## config.mk

```make
export PLATFORM = sky130hd
export DESIGN_NAME = dbuf_uart_tx
export DESIGN_NICKNAME = d
export VERILOG_FILES = /design/src/rtl/dbuf_uart_tx_pkg.sv /design/src/rtl/dbuf_uart_tx_dp.sv /design/src/rtl/dbuf_uart_tx_ctl.sv /design/src/rtl/dbuf_uart_tx.sv
export SDC_FILE = /design/constraint.sdc
export NUM_CORES = 1
export LEC_CHECK = 0
export BUFFER_PORTS_ARGS = -buffer_cell sky130_fd_sc_hd__buf_2
export CORE_MARGIN = 3
export CORE_UTILIZATION = 44
export CTS_CLUSTER_SIZE = 10
export DETAILED_ROUTE_END_ITERATION = 7
export PLACE_DENSITY = 0.65
export RECOVER_POWER = 50
export SKIP_CTS_REPAIR_TIMING = 1
export SYNTH_ARGS = -nofsm -noshare
export SYNTH_HDL_FRONTEND = slang
export SYNTH_SLANG_ARGS = --single-unit
```

## constraint.sdc

```tcl
create_clock -name clk -period 2.3 [get_ports clk]
set_input_delay 0.575 -clock clk [delete_from_list [all_inputs] [get_ports clk]]
set_output_delay 0.575 -clock clk [all_outputs]
set_load 0.1 [all_outputs]
```

## src/rtl/dbuf_uart_tx_pkg.sv

```systemverilog
package dbuf_uart_tx_pkg;
  // control register field positions
  localparam int CtlTxOn    = 0;
  localparam int CtlWide    = 1;
  localparam int CtlExtra   = 2;
  localparam int CtlEmptyIe = 3;
  localparam int CtlDoneIe  = 4;
  localparam int CtlW       = 5;

  // strobes from control to datapath
  typedef struct packed {
    logic load;   // move holding register into shift register, drive start bit
    logic shift;  // put next shift bit on the line
    logic park;   // force line idle (transmitter off)
  } txStrobe_t;
endpackage

```

## src/rtl/dbuf_uart_tx_dp.sv

```systemverilog
module dbuf_uart_tx_dp
  import dbuf_uart_tx_pkg::*;
#(
  parameter int DATA_W = 8
) (
  input  logic              clk,
  input  logic              rstN,
  input  txStrobe_t         strobe,
  input  logic              dataWr,
  input  logic [DATA_W-1:0] dataIn,
  input  logic              wide,
  input  logic              extraBit,
  output logic              txd
);
  localparam int SH_W = DATA_W + 2;

  logic [DATA_W-1:0] holdQ;
  logic [SH_W-1:0]   shQ;
  logic              txdQ;

  always_ff @(posedge clk or negedge rstN) begin
    if (!rstN) holdQ <= '0;
    else if (dataWr) holdQ <= dataIn;
  end

  always_ff @(posedge clk or negedge rstN) begin
    if (!rstN) begin
      shQ  <= '1;
      txdQ <= 1'b1;
    end else if (strobe.park) begin
      txdQ <= 1'b1;
    end else if (strobe.load) begin
      // ninth bit captured here; in short mode that slot carries the stop level
      shQ  <= {1'b1, (wide ? extraBit : 1'b1), holdQ};
      txdQ <= 1'b0;
    end else if (strobe.shift) begin
      txdQ <= shQ[0];
      shQ  <= {1'b1, shQ[SH_W-1:1]};
    end
  end

  assign txd = txdQ;
endmodule

```

## src/rtl/dbuf_uart_tx_ctl.sv

```systemverilog
module dbuf_uart_tx_ctl
  import dbuf_uart_tx_pkg::*;
#(
  parameter int DATA_W = 8
) (
  input  logic            clk,
  input  logic            rstN,
  input  logic            tick,
  input  logic            dataWr,
  input  logic            ctrlWr,
  input  logic [CtlW-1:0] ctrlIn,
  input  logic            doneClr,
  input  logic            irqAck,
  output txStrobe_t       strobe,
  output logic            wide,
  output logic            extraBit,
  output logic            txOnQ,
  output logic            dataEmpty,
  output logic            txDone,
  output logic            irqEmpty,
  output logic            irqDone
);
  localparam int CNT_W  = $clog2(DATA_W + 3);
  localparam int N_BASE = DATA_W + 1;   // data bits plus stop bit

  logic [CtlW-1:0]  ctrlQ;
  logic             busyQ, emptyQ, doneQ;
  logic [CNT_W-1:0] cntQ;
  logic             lastBit, frameEnd, canLoad, setDone;

  always_ff @(posedge clk or negedge rstN) begin
    if (!rstN) ctrlQ <= '0;
    else if (ctrlWr) ctrlQ <= ctrlIn;
  end

  assign txOnQ    = ctrlQ[CtlTxOn];
  assign wide     = ctrlQ[CtlWide];
  assign extraBit = ctrlQ[CtlExtra];

  assign lastBit  = (cntQ == '0);
  assign frameEnd = txOnQ && busyQ && lastBit && tick;
  assign canLoad  = txOnQ && !emptyQ && tick && (!busyQ || lastBit);
  assign setDone  = frameEnd && emptyQ;

  always_comb begin
    strobe       = '0;
    strobe.park  = !txOnQ;
    strobe.load  = canLoad;
    strobe.shift = txOnQ && busyQ && tick && !lastBit;
  end

  always_ff @(posedge clk or negedge rstN) begin
    if (!rstN) begin
      busyQ <= 1'b0;
      cntQ  <= '0;
    end else if (!txOnQ) begin
      busyQ <= 1'b0;
      cntQ  <= '0;
    end else if (canLoad) begin
      busyQ <= 1'b1;
      cntQ  <= CNT_W'(N_BASE) + CNT_W'(wide);
    end else if (frameEnd) begin
      busyQ <= 1'b0;
    end else if (strobe.shift) begin
      cntQ  <= cntQ - 1'b1;
    end
  end

  always_ff @(posedge clk or negedge rstN) begin
    if (!rstN) emptyQ <= 1'b1;
    else if (dataWr) emptyQ <= 1'b0;
    else if (canLoad) emptyQ <= 1'b1;
  end

  always_ff @(posedge clk or negedge rstN) begin
    if (!rstN) doneQ <= 1'b0;
    else if (setDone) doneQ <= 1'b1;
    else if (irqAck || doneClr) doneQ <= 1'b0;
  end

  assign dataEmpty = emptyQ;
  assign txDone    = doneQ;
  assign irqEmpty  = emptyQ && ctrlQ[CtlEmptyIe];
  assign irqDone   = doneQ && ctrlQ[CtlDoneIe];
endmodule

```

## src/rtl/dbuf_uart_tx.sv

```systemverilog
module dbuf_uart_tx
  import dbuf_uart_tx_pkg::*;
#(
  parameter int DATA_W = 8
) (
  input  logic              clk,
  input  logic              rstN,
  input  logic              tick,
  input  logic              dataWr,
  input  logic [DATA_W-1:0] dataIn,
  input  logic              ctrlWr,
  input  logic [4:0]        ctrlIn,
  input  logic              doneClr,
  input  logic              irqAck,
  output logic              txd,
  output logic              dataEmpty,
  output logic              txDone,
  output logic              irqEmpty,
  output logic              irqDone
);
  txStrobe_t strobe;
  logic      wide, extraBit, txOnQ;

  dbuf_uart_tx_ctl #(.DATA_W(DATA_W)) u_ctl (
    .clk(clk), .rstN(rstN), .tick(tick), .dataWr(dataWr),
    .ctrlWr(ctrlWr), .ctrlIn(ctrlIn), .doneClr(doneClr), .irqAck(irqAck),
    .strobe(strobe), .wide(wide), .extraBit(extraBit), .txOnQ(txOnQ),
    .dataEmpty(dataEmpty), .txDone(txDone),
    .irqEmpty(irqEmpty), .irqDone(irqDone)
  );

  dbuf_uart_tx_dp #(.DATA_W(DATA_W)) u_dp (
    .clk(clk), .rstN(rstN), .strobe(strobe), .dataWr(dataWr),
    .dataIn(dataIn), .wide(wide), .extraBit(extraBit), .txd(txd)
  );
endmodule

```

Word-level counts from Yosys, hierarchy flattened
Cells that the tools add are included.
{ "word_totals": {"word_cells": 52, "mem_count": 0, "latchBits": 0, "mem_bits_ro": 0, "out_inout_bits": 5, "regBits": 31, "mem_bits_rw": 0, "inputBits": 20} }
{ "classes": {"n_shift": 0, "n_mul": 0, "bitwise_logic": 0, "n_mux": 17, "addsub": 2, "n_reduce_logical": 22, "n_div": 0, "eq_ne": 3, "order_cmp": 0} }
{ "ops": {"columns": ["op", "count"], "rows": [
  ["two-way mux 10 bit", 2],
  ["two-way mux 4 bit", 4],
  ["logical AND 1 bit", 11],
  ["two-way mux 1 bit", 11],
  ["inequality test 3 bit, second input constant", 3],
  ["nonzero test 2 bit", 3],
  ["adder 4 x 1 -> 4 bit, first input constant", 1],
  ["logical NOT 4 bit", 1],
  ["AND reduction 2 bit", 2],
  ["subtractor 4 x 1 -> 4 bit, second input constant", 1],
  ["logical NOT 1 bit", 3],
  ["logical OR 1 bit", 2]
]} }

Depth between registers and ports, before layout
Gate-level depths: netlist (run 1).
{ "logic_depth": {"depth_word": 7, "ltp_mapped": 6, "ltp_nobuf": 5} }

Modules after synthesis
A second synthesis (run 1) with hierarchy kept.
{ "unflattened": {"cells_unflattened": 135, "hier_area_um2": 1525.2} }
{ "modules_own_cells": {"columns": ["mod", "n_inst", "cells_per_inst", "area_per_inst_um2", "seq_area_each_um2"], "rows": [
  ["dbuf_uart_tx_dp", 1, 72, 867.1, 462.9],
  ["dbuf_uart_tx_ctl", 1, 63, 658.1, 301.5]
]} }

Worst setup path before layout (run 1)
No wires, ideal clock.
{ "synth_path": {"path_type": "register to output", "startpoint": "reg u_ctl.doneQ (netlist: u_ctl.txDone)", "endpoint": "out irqDone", "arrival_time_ns": 1.777, "slack_ns": -0.052, "path_stages_with_launch": 2, "n_path_buf": 0, "required_time_ns": 1.725, "cell_sequence": "dfrtp_1 -> and2_1"} }
{ "synth_between": {"elab_chain_len": 1} }
{ "synth_lines": {"columns": ["element", "line_no", "text"], "rows": [
  ["start: declaration", "dbuf_uart_tx_ctl.sv:27", "logic busyQ, emptyQ, doneQ;"],
  ["start signal: assignment", "dbuf_uart_tx_ctl.sv:76", "if (!rstN) doneQ <= 1'b0;"],
  ["start signal: assignment", "dbuf_uart_tx_ctl.sv:77", "else if (setDone) doneQ <= 1'b1;"],
  ["start signal: assignment", "dbuf_uart_tx_ctl.sv:78", "else if (irqAck || doneClr) doneQ <= 1'b0;"],
  ["logical AND 1 bit", "dbuf_uart_tx_ctl.sv:84", "assign irqDone = doneQ && ctrlQ[CtlDoneIe];"],
  ["end: declaration", "dbuf_uart_tx.sv:19", "output logic irqDone"]
]} }
No other way between the ends.

Final worst setup path (run 1)
{ "layout_path": {"startpoint": "reg u_ctl.emptyQ (netlist: u_ctl.dataEmpty)", "endpoint": "out irqEmpty"} }
{ "layout_between": {"elab_chain_len": 1} }
{ "layout_lines": {"columns": ["element", "line_no", "text"], "rows": [
  ["start: declaration", "dbuf_uart_tx_ctl.sv:27", null],
  ["start signal: assignment", "dbuf_uart_tx_ctl.sv:70", "if (!rstN) emptyQ <= 1'b1;"],
  ["start signal: assignment", "dbuf_uart_tx_ctl.sv:71", "else if (dataWr) emptyQ <= 1'b0;"],
  ["start signal: assignment", "dbuf_uart_tx_ctl.sv:72", "else if (canLoad) emptyQ <= 1'b1;"],
  ["logical AND 1 bit", "dbuf_uart_tx_ctl.sv:83", "assign irqEmpty = emptyQ && ctrlQ[CtlEmptyIe];"],
  ["end: declaration", "dbuf_uart_tx.sv:18", "output logic irqEmpty,"]
]} }
No other way between the ends.

==> results.sh, run 1 <==
export IMPL_firstDrtPassIters=4
export IMPL_io_buffers=24
export IMPL_synth_seq_cells=30
export IMPL_initial_core_util_pct=48.0
export IMPL_cap_violations=1
export IMPL_irDropWorstVdd_mv=0.498
export IMPL_drive_gt1_share_pct=46.0
export IMPL_dr_total_vias=960
export IMPL_worstSkewPairLatency_ns=0.32
export IMPL_skew_ns=0.0102
export IMPL_io_pins=25
export IMPL_cts_clk_slew_worst_paths_ns=0.09
export IMPL_synth_top_cell_area_share_pct=34.7
export IMPL_ys_warn_count=0
export IMPL_num_rows=19
export IMPL_core_area_um2=2850
export IMPL_clock_power_share_pct=25.2
export IMPL_die_x_um=61.8
export IMPL_nets=160
export IMPL_path_max_fanout=7
export IMPL_async_reset_ff_share_pct=100
export IMPL_grt_pass1_vias=938
export IMPL_clock_sinks=30
export IMPL_violations="capacitance limit, slew limit"
export IMPL_grt_max_degree=31
export IMPL_drc_errors=0
export IMPL_synthTopCellsByArea="dfrtp_1, dfstp_2, mux2_2, o221a_2, or3_1"
export IMPL_place_hpwl_um=1770
export IMPL_p_sw_w=0.000360
export IMPL_fin_util_pct=54.9
export IMPL_synthCells=112
export IMPL_syn_area_um2=1370
export IMPL_cts_root_buf="clkbuf_4"
export IMPL_power_total_w=0.00128
export IMPL_status="finished, violations left"
export IMPL_post_route_period_util_pct=89.8
export IMPL_max_freq_ghz=0.484
export IMPL_comb_power_share_pct=20.0
export IMPL_synth_edff_count=0
export IMPL_hp_class="primary input to flip-flop"
export IMPL_muxShareOfSynthArea_pct=9.05
export IMPL_synthXorXnorAreaFrac_pct=0
export IMPL_rsz0062_at_grt="no"
export IMPL_start_kind="flip-flop"
export IMPL_track_usage_pct=15.1
export IMPL_synth_commonest_cells="dfrtp_1, dfstp_2, mux2_2, o221a_2, or3_1"
export IMPL_antenna_left=0
export IMPL_synth_most_common_cell="dfrtp_1"
export IMPL_synth_fa_ha_area_share_pct=1.83
export IMPL_area_growth_pct=14.4
export IMPL_synth_cell_type_count=35
export IMPL_htree_levels=2
export IMPL_intPower_w=0.000923
export IMPL_syn_nets=134
export IMPL_end_kind="output port"
export IMPL_critPathKind="flip-flop to output port"
export IMPL_grt_pass1_wl_um=4080
export IMPL_cts_buffers=5
export IMPL_n_antenna_cell=0
export IMPL_leakagePower_nw=0.673
export IMPL_synth_compound_area_share_pct=14.8
export IMPL_swShare_pct=28.1
export IMPL_setup_tns_ns=0
export IMPL_ys_flop_type="dfrtp_1"
export IMPL_slew_viol_final=31
export IMPL_vias_per_cell=5.65
export IMPL_seq_area_frac_synth_pct=55.9
export IMPL_gp_congestion=0.753
export IMPL_cp_data_required_time_ns=1.73
export IMPL_antenna_found_initial=0
export IMPL_maxSlewHeadroom_pct=-2.33
export IMPL_die_h_um=61.8
export IMPL_p_per_area_nw_per_um2=819
export IMPL_setup_viol=0
export IMPL_min_period_ns=2.07
export IMPL_cts_tree="done"
export IMPL_seqPwrFrac_pct=54.8
export IMPL_yosysTopAreaCell="dfrtp_1"
export IMPL_crit_arrival_ns=1.49
export IMPL_tightestPinTransition_ns=1.53
export IMPL_grt_overflow=0
export IMPL_synth_top_family_by_area="compound AO/OA/AOI/OAI gates"
export IMPL_drt_initial_drc_count=40
export IMPL_clk_path_buf_depth=2
export IMPL_syn_area_per_cell_um2=12.2
export IMPL_fp_dieArea_um2=3820
export IMPL_yosys_area_share_simple_pct=14.3
export IMPL_avgRoutedWirePerCell_um=14.9
export IMPL_hold_viol_final=0
export IMPL_wirelength_um=2530
==> metrics by stage <==
step                instances  hold WS, ns  cell area [µm²]  worst slack, ns
floorplan                 112        0.279             1370          0.00809
global placement          162        0.485             1510            0.408
detailed placement        162        0.494             1510            0.338
CTS                       170        0.281             1570            0.230
global route              170        0.456             1570            0.152
finish                    170        0.462             1570            0.234
==> registers in the layout, summed over array words and instances (netlist names) <==
| name | flops |
|---|---|
| u_ctl.txDone | 1 |
| u_ctl.busyQ | 1 |
| u_dp.holdQ | 8 |
| u_ctl.dataEmpty | 1 |
| u_ctl.ctrlQ | 5 |
| u_dp.txd | 1 |
| u_dp.shQ | 9 |
| u_ctl.cntQ | 4 |
==> path summary, 6_finish.rpt <==
path	startpoint	endpoint	slack [ns]	depth (start not counted)
setup / recovery	u_ctl.dataEmpty	irqEmpty	0.23	2
max in group asynchronous	rstN	u_dp.holdQ[6]	0.79	1
hold reg to reg	u_ctl.ctrlQ[4]	u_ctl.ctrlQ[4]	0.51	1
hold / removal	ctrlIn[0]	u_ctl.ctrlQ[0]	0.46	3
setup reg to reg	u_ctl.cntQ[0]	u_ctl.cntQ[1]	0.31	5
min in group asynchronous	rstN	u_ctl.cntQ[2]	0.61	1
==> kinds of logic after synthesis <==
| logic type | count (synthesis) |
|---|---|
| compound gates | 23 |
| fa+ha+maj | 2 |
| buf+inv | 13 |
| flops | 30 |
| mux | 11 |
| simple gates | 33 |
==> area by class of cell <==
cell class / count / area, µm²
clock inverter: 1 / 5.00
multi-input combinational: 69 / 548
clock buffer: 7 / 55.1
timing repair buffer: 26 / 133
inverter: 6 / 22.5
fill: 254 / 1290
sequential: 30 / 764
tap: 31 / 38.8
==> cell usage in the layout, fill, tap and decap left out, drive strengths merged <==
master | synthesis | routed
o32a | 1 | 1
mux2 | 11 | 11
and3b | 1 | 1
a221o | 1 | 1
or4 | 1 | 1
o31ai | 1 | 1
a311o | 1 | 1
ha | 2 | 2
clkinv | 0 | 1
inv | 6 | 6
a2111oi | 1 | 1
nand4 | 1 | 1
a211o | 1 | 1
buf | 2 | 24
or3 | 8 | 8
dfstp | 11 | 11
and3 | 1 | 1
clkbuf | 5 | 9
nand2 | 7 | 7
o21ai | 4 | 4
o2111a | 1 | 1
a21oi | 2 | 2
nor3b | 1 | 1
o221a | 8 | 8
o211ai | 1 | 1
nor3 | 2 | 2
or3b | 1 | 1
dfrtp | 19 | 19
nor2b | 2 | 2
and2 | 2 | 2
nand2b | 1 | 1
nor2 | 2 | 2
nand3 | 2 | 2
nand4bb | 1 | 1
a221oi | 1 | 1
==> worst max-delay path, stage by stage (launching register included) <==
cell and delay (ns):
dfstp_2 0.61, and2_1 0.14, buf_2 0.42
==> power by group through the flow <==
stage / sequential (W) / clock, W / combinational, W
6_report: 0.000704 / 0.000323 / 0.000257
2_1_floorplan: 0.000716 / 0 / 0.000179
3_3_place_gp: 0.000711 / 0 / 0.000252
5_1_grt: 0.000716 / 0.000368 / 0.000282
3_5_place_dp: 0.000713 / 0 / 0.000258
4_1_cts: 0.000704 / 0.000335 / 0.000259
==> per-layer routing <==
metal | track usage, % | vias up | routed length [µm]
li1 | - | 466 | -
met1 | 20.6 | 477 | 1220
met2 | 22.1 | 15 | 1210
met3 | 5.58 | 2 | 91
met4 | 5.45 | 0 | 13
met5 | 0 | - | 0
Note: power is estimated with default switching activity, not from simulation.
==> run 2, diff against run 1 <==
- CTS_BUF_LIST: default -> sky130_fd_sc_hd__clkbuf_4
- CTS_CLUSTER_SIZE: 10 -> 40
==> run 2 against run 1 <==
Highest routed layer unchanged. Global-route usage grew 0.17 points. Critical path depth is the same. Die area is the same. Sequential share of layout area grew 0.20 points. Core utilization shrank 0.22 points. Clock skew grew 0.0038 ns. Register-to-register slack is essentially flat. Fmax shrank 0.40%. First-iteration DRC count grew 7.5%. Final area shrank 0.40%. Non-clock buffer count is the same. The run still ends with capacitance limit, slew limit left. Flip-flop and latch count is the same.
==> results.sh, run 2 (synthesis results as in run 1) <==
export IMPL_status="finished, violations left"
export IMPL_violations="capacitance limit, slew limit"
export IMPL_path_max_fanout=7
export IMPL_htree_levels=2
export IMPL_drt_initial_drc_count=43
export IMPL_drive_gt1_share_pct=46.0
export IMPL_regMostFlops="u_dp.shQ"
export IMPL_antenna_found_initial=0
export IMPL_cap_violations=1
export IMPL_critPathKind="flip-flop to output port"
export IMPL_slew_viol_final=31
export IMPL_n_antenna_cell=0
export IMPL_dp_cells=162
export IMPL_cts_buffers=5
export IMPL_rsz0062_at_grt="no"
export IMPL_initial_core_util_pct=48.0
export IMPL_worstSkewPairLatency_ns=0.32
export IMPL_min_period_ns=2.07
export IMPL_start_kind="flip-flop"
export IMPL_reg_top3="u_dp.shQ x9, u_dp.holdQ x8, u_ctl.ctrlQ x5"
export IMPL_mostFrequentLayoutCells="buf_2, dfrtp_1, mux2_2, dfstp_2"
export IMPL_drc_errors=0
export IMPL_die_h_um=61.8
export IMPL_cts_clk_slew_worst_paths_ns=0.09
export IMPL_io_buffers=24
export IMPL_maxSlewHeadroom_pct=-2.93
export IMPL_cts_tree="done"
export IMPL_final_common_cell="buf_2"
export IMPL_leakagePower_nw=0.670
export IMPL_hold_viol_final=0
export IMPL_clk_path_buf_depth=2
export IMPL_grt_pass1_wl_um=4110
export IMPL_grt_pass1_vias=937
export IMPL_setup_viol=0
export IMPL_cts_root_buf="clkbuf_4"
export IMPL_firstDrtPassIters=4
export IMPL_setup_tns_ns=0
export IMPL_core_area_um2=2850
export IMPL_cp_data_required_time_ns=1.73
export IMPL_irDropWorstVdd_mv=0.487
export IMPL_largest_reg_flops=9
export IMPL_p_per_area_nw_per_um2=810
export IMPL_area_growth_pct=14.0
export IMPL_met1Wirelength_um=1220
export IMPL_nets=160
export IMPL_num_rows=19
export IMPL_route_met2_wl_um=1260
export IMPL_hp_class="primary input to flip-flop"
export IMPL_skew_ns=0.0140
export IMPL_io_pins=25
export IMPL_die_x_um=61.8
export IMPL_end_kind="output port"
export IMPL_dr_total_vias=985
export IMPL_grt_max_degree=31
export IMPL_max_freq_ghz=0.482
export IMPL_gp_congestion=0.753
export IMPL_grt_overflow=0
export IMPL_post_route_period_util_pct=90.2
export IMPL_place_hpwl_um=1770
export IMPL_tightestPinTransition_ns=1.54
export IMPL_wl_met3_um=104
export IMPL_final_cells=170
export IMPL_vias_per_cell=5.79
export IMPL_top_layer="met4"
export IMPL_wirelength_um=2600
export IMPL_avgRoutedWirePerCell_um=15.3
export IMPL_clock_sinks=30
export IMPL_fp_dieArea_um2=3820
export IMPL_track_usage_pct=15.3
export IMPL_antenna_left=0
export IMPL_crit_arrival_ns=1.50
[run 2: layout make-up]
type | count | area, µm²
fillers | 254 | 1290
inverters | 6 | 22.5
well taps | 31 | 38.8
clock inverters | 2 | 8.76
multi-input cells | 69 | 548
flip-flops and latches | 30 | 764
repair buffers | 26 | 133
clock buffers | 6 | 45.0
[run 2: power breakdown]
group          switching [W]  leakage (nW)  total [W]  internal [W]
clock               0.000174        0.0331   0.000301      0.000126
combinational       0.000132         0.288   0.000258      0.000126
sequential         0.0000554         0.350   0.000704      0.000649
total               0.000362         0.670    0.00126      0.000901
[run 2: metrics by stage]
step	hold WS, ns	instance area (µm²)	setup WS, ns	utilization [%]	power [W]
after floorplan	0.279	1370	0.00809	-	0.000895
after global placement	0.485	1510	0.408	52.9	0.000963
after detailed placement	0.494	1510	0.338	52.9	0.000971
after CTS	0.281	1560	0.229	54.8	0.00128
after global routing	0.449	1560	0.144	54.7	0.00135
final	0.461	1560	0.226	54.7	0.00126
[run 2: layer usage]
layer  global-route usage [%]  vias to the layer above
met1                     20.9                      493
met5                        0                        -
li1                         -                      469
met4                     5.45                        0
met2                     22.4                       21
met3                     5.58                        2
[run 2: worst paths after layout]
check	startpoint	cells past startpoint	to	slack, ns
setup / recovery	u_ctl.dataEmpty	2	irqEmpty	0.23
hold / removal	ctrlIn[0]	3	u_ctl.ctrlQ[0]	0.46
setup reg to reg	u_ctl.cntQ[0]	5	u_ctl.cntQ[1]	0.30
hold reg to reg	u_ctl.ctrlQ[4]	1	u_ctl.ctrlQ[4]	0.51
max in group asynchronous	rstN	1	u_dp.holdQ[2]	0.78
min in group asynchronous	rstN	1	u_ctl.cntQ[1]	0.62
[run 2: critical path: stages (launching register included)]
cell and delay (ns):
dfstp_2 0.61, and2_1 0.15, buf_2 0.42
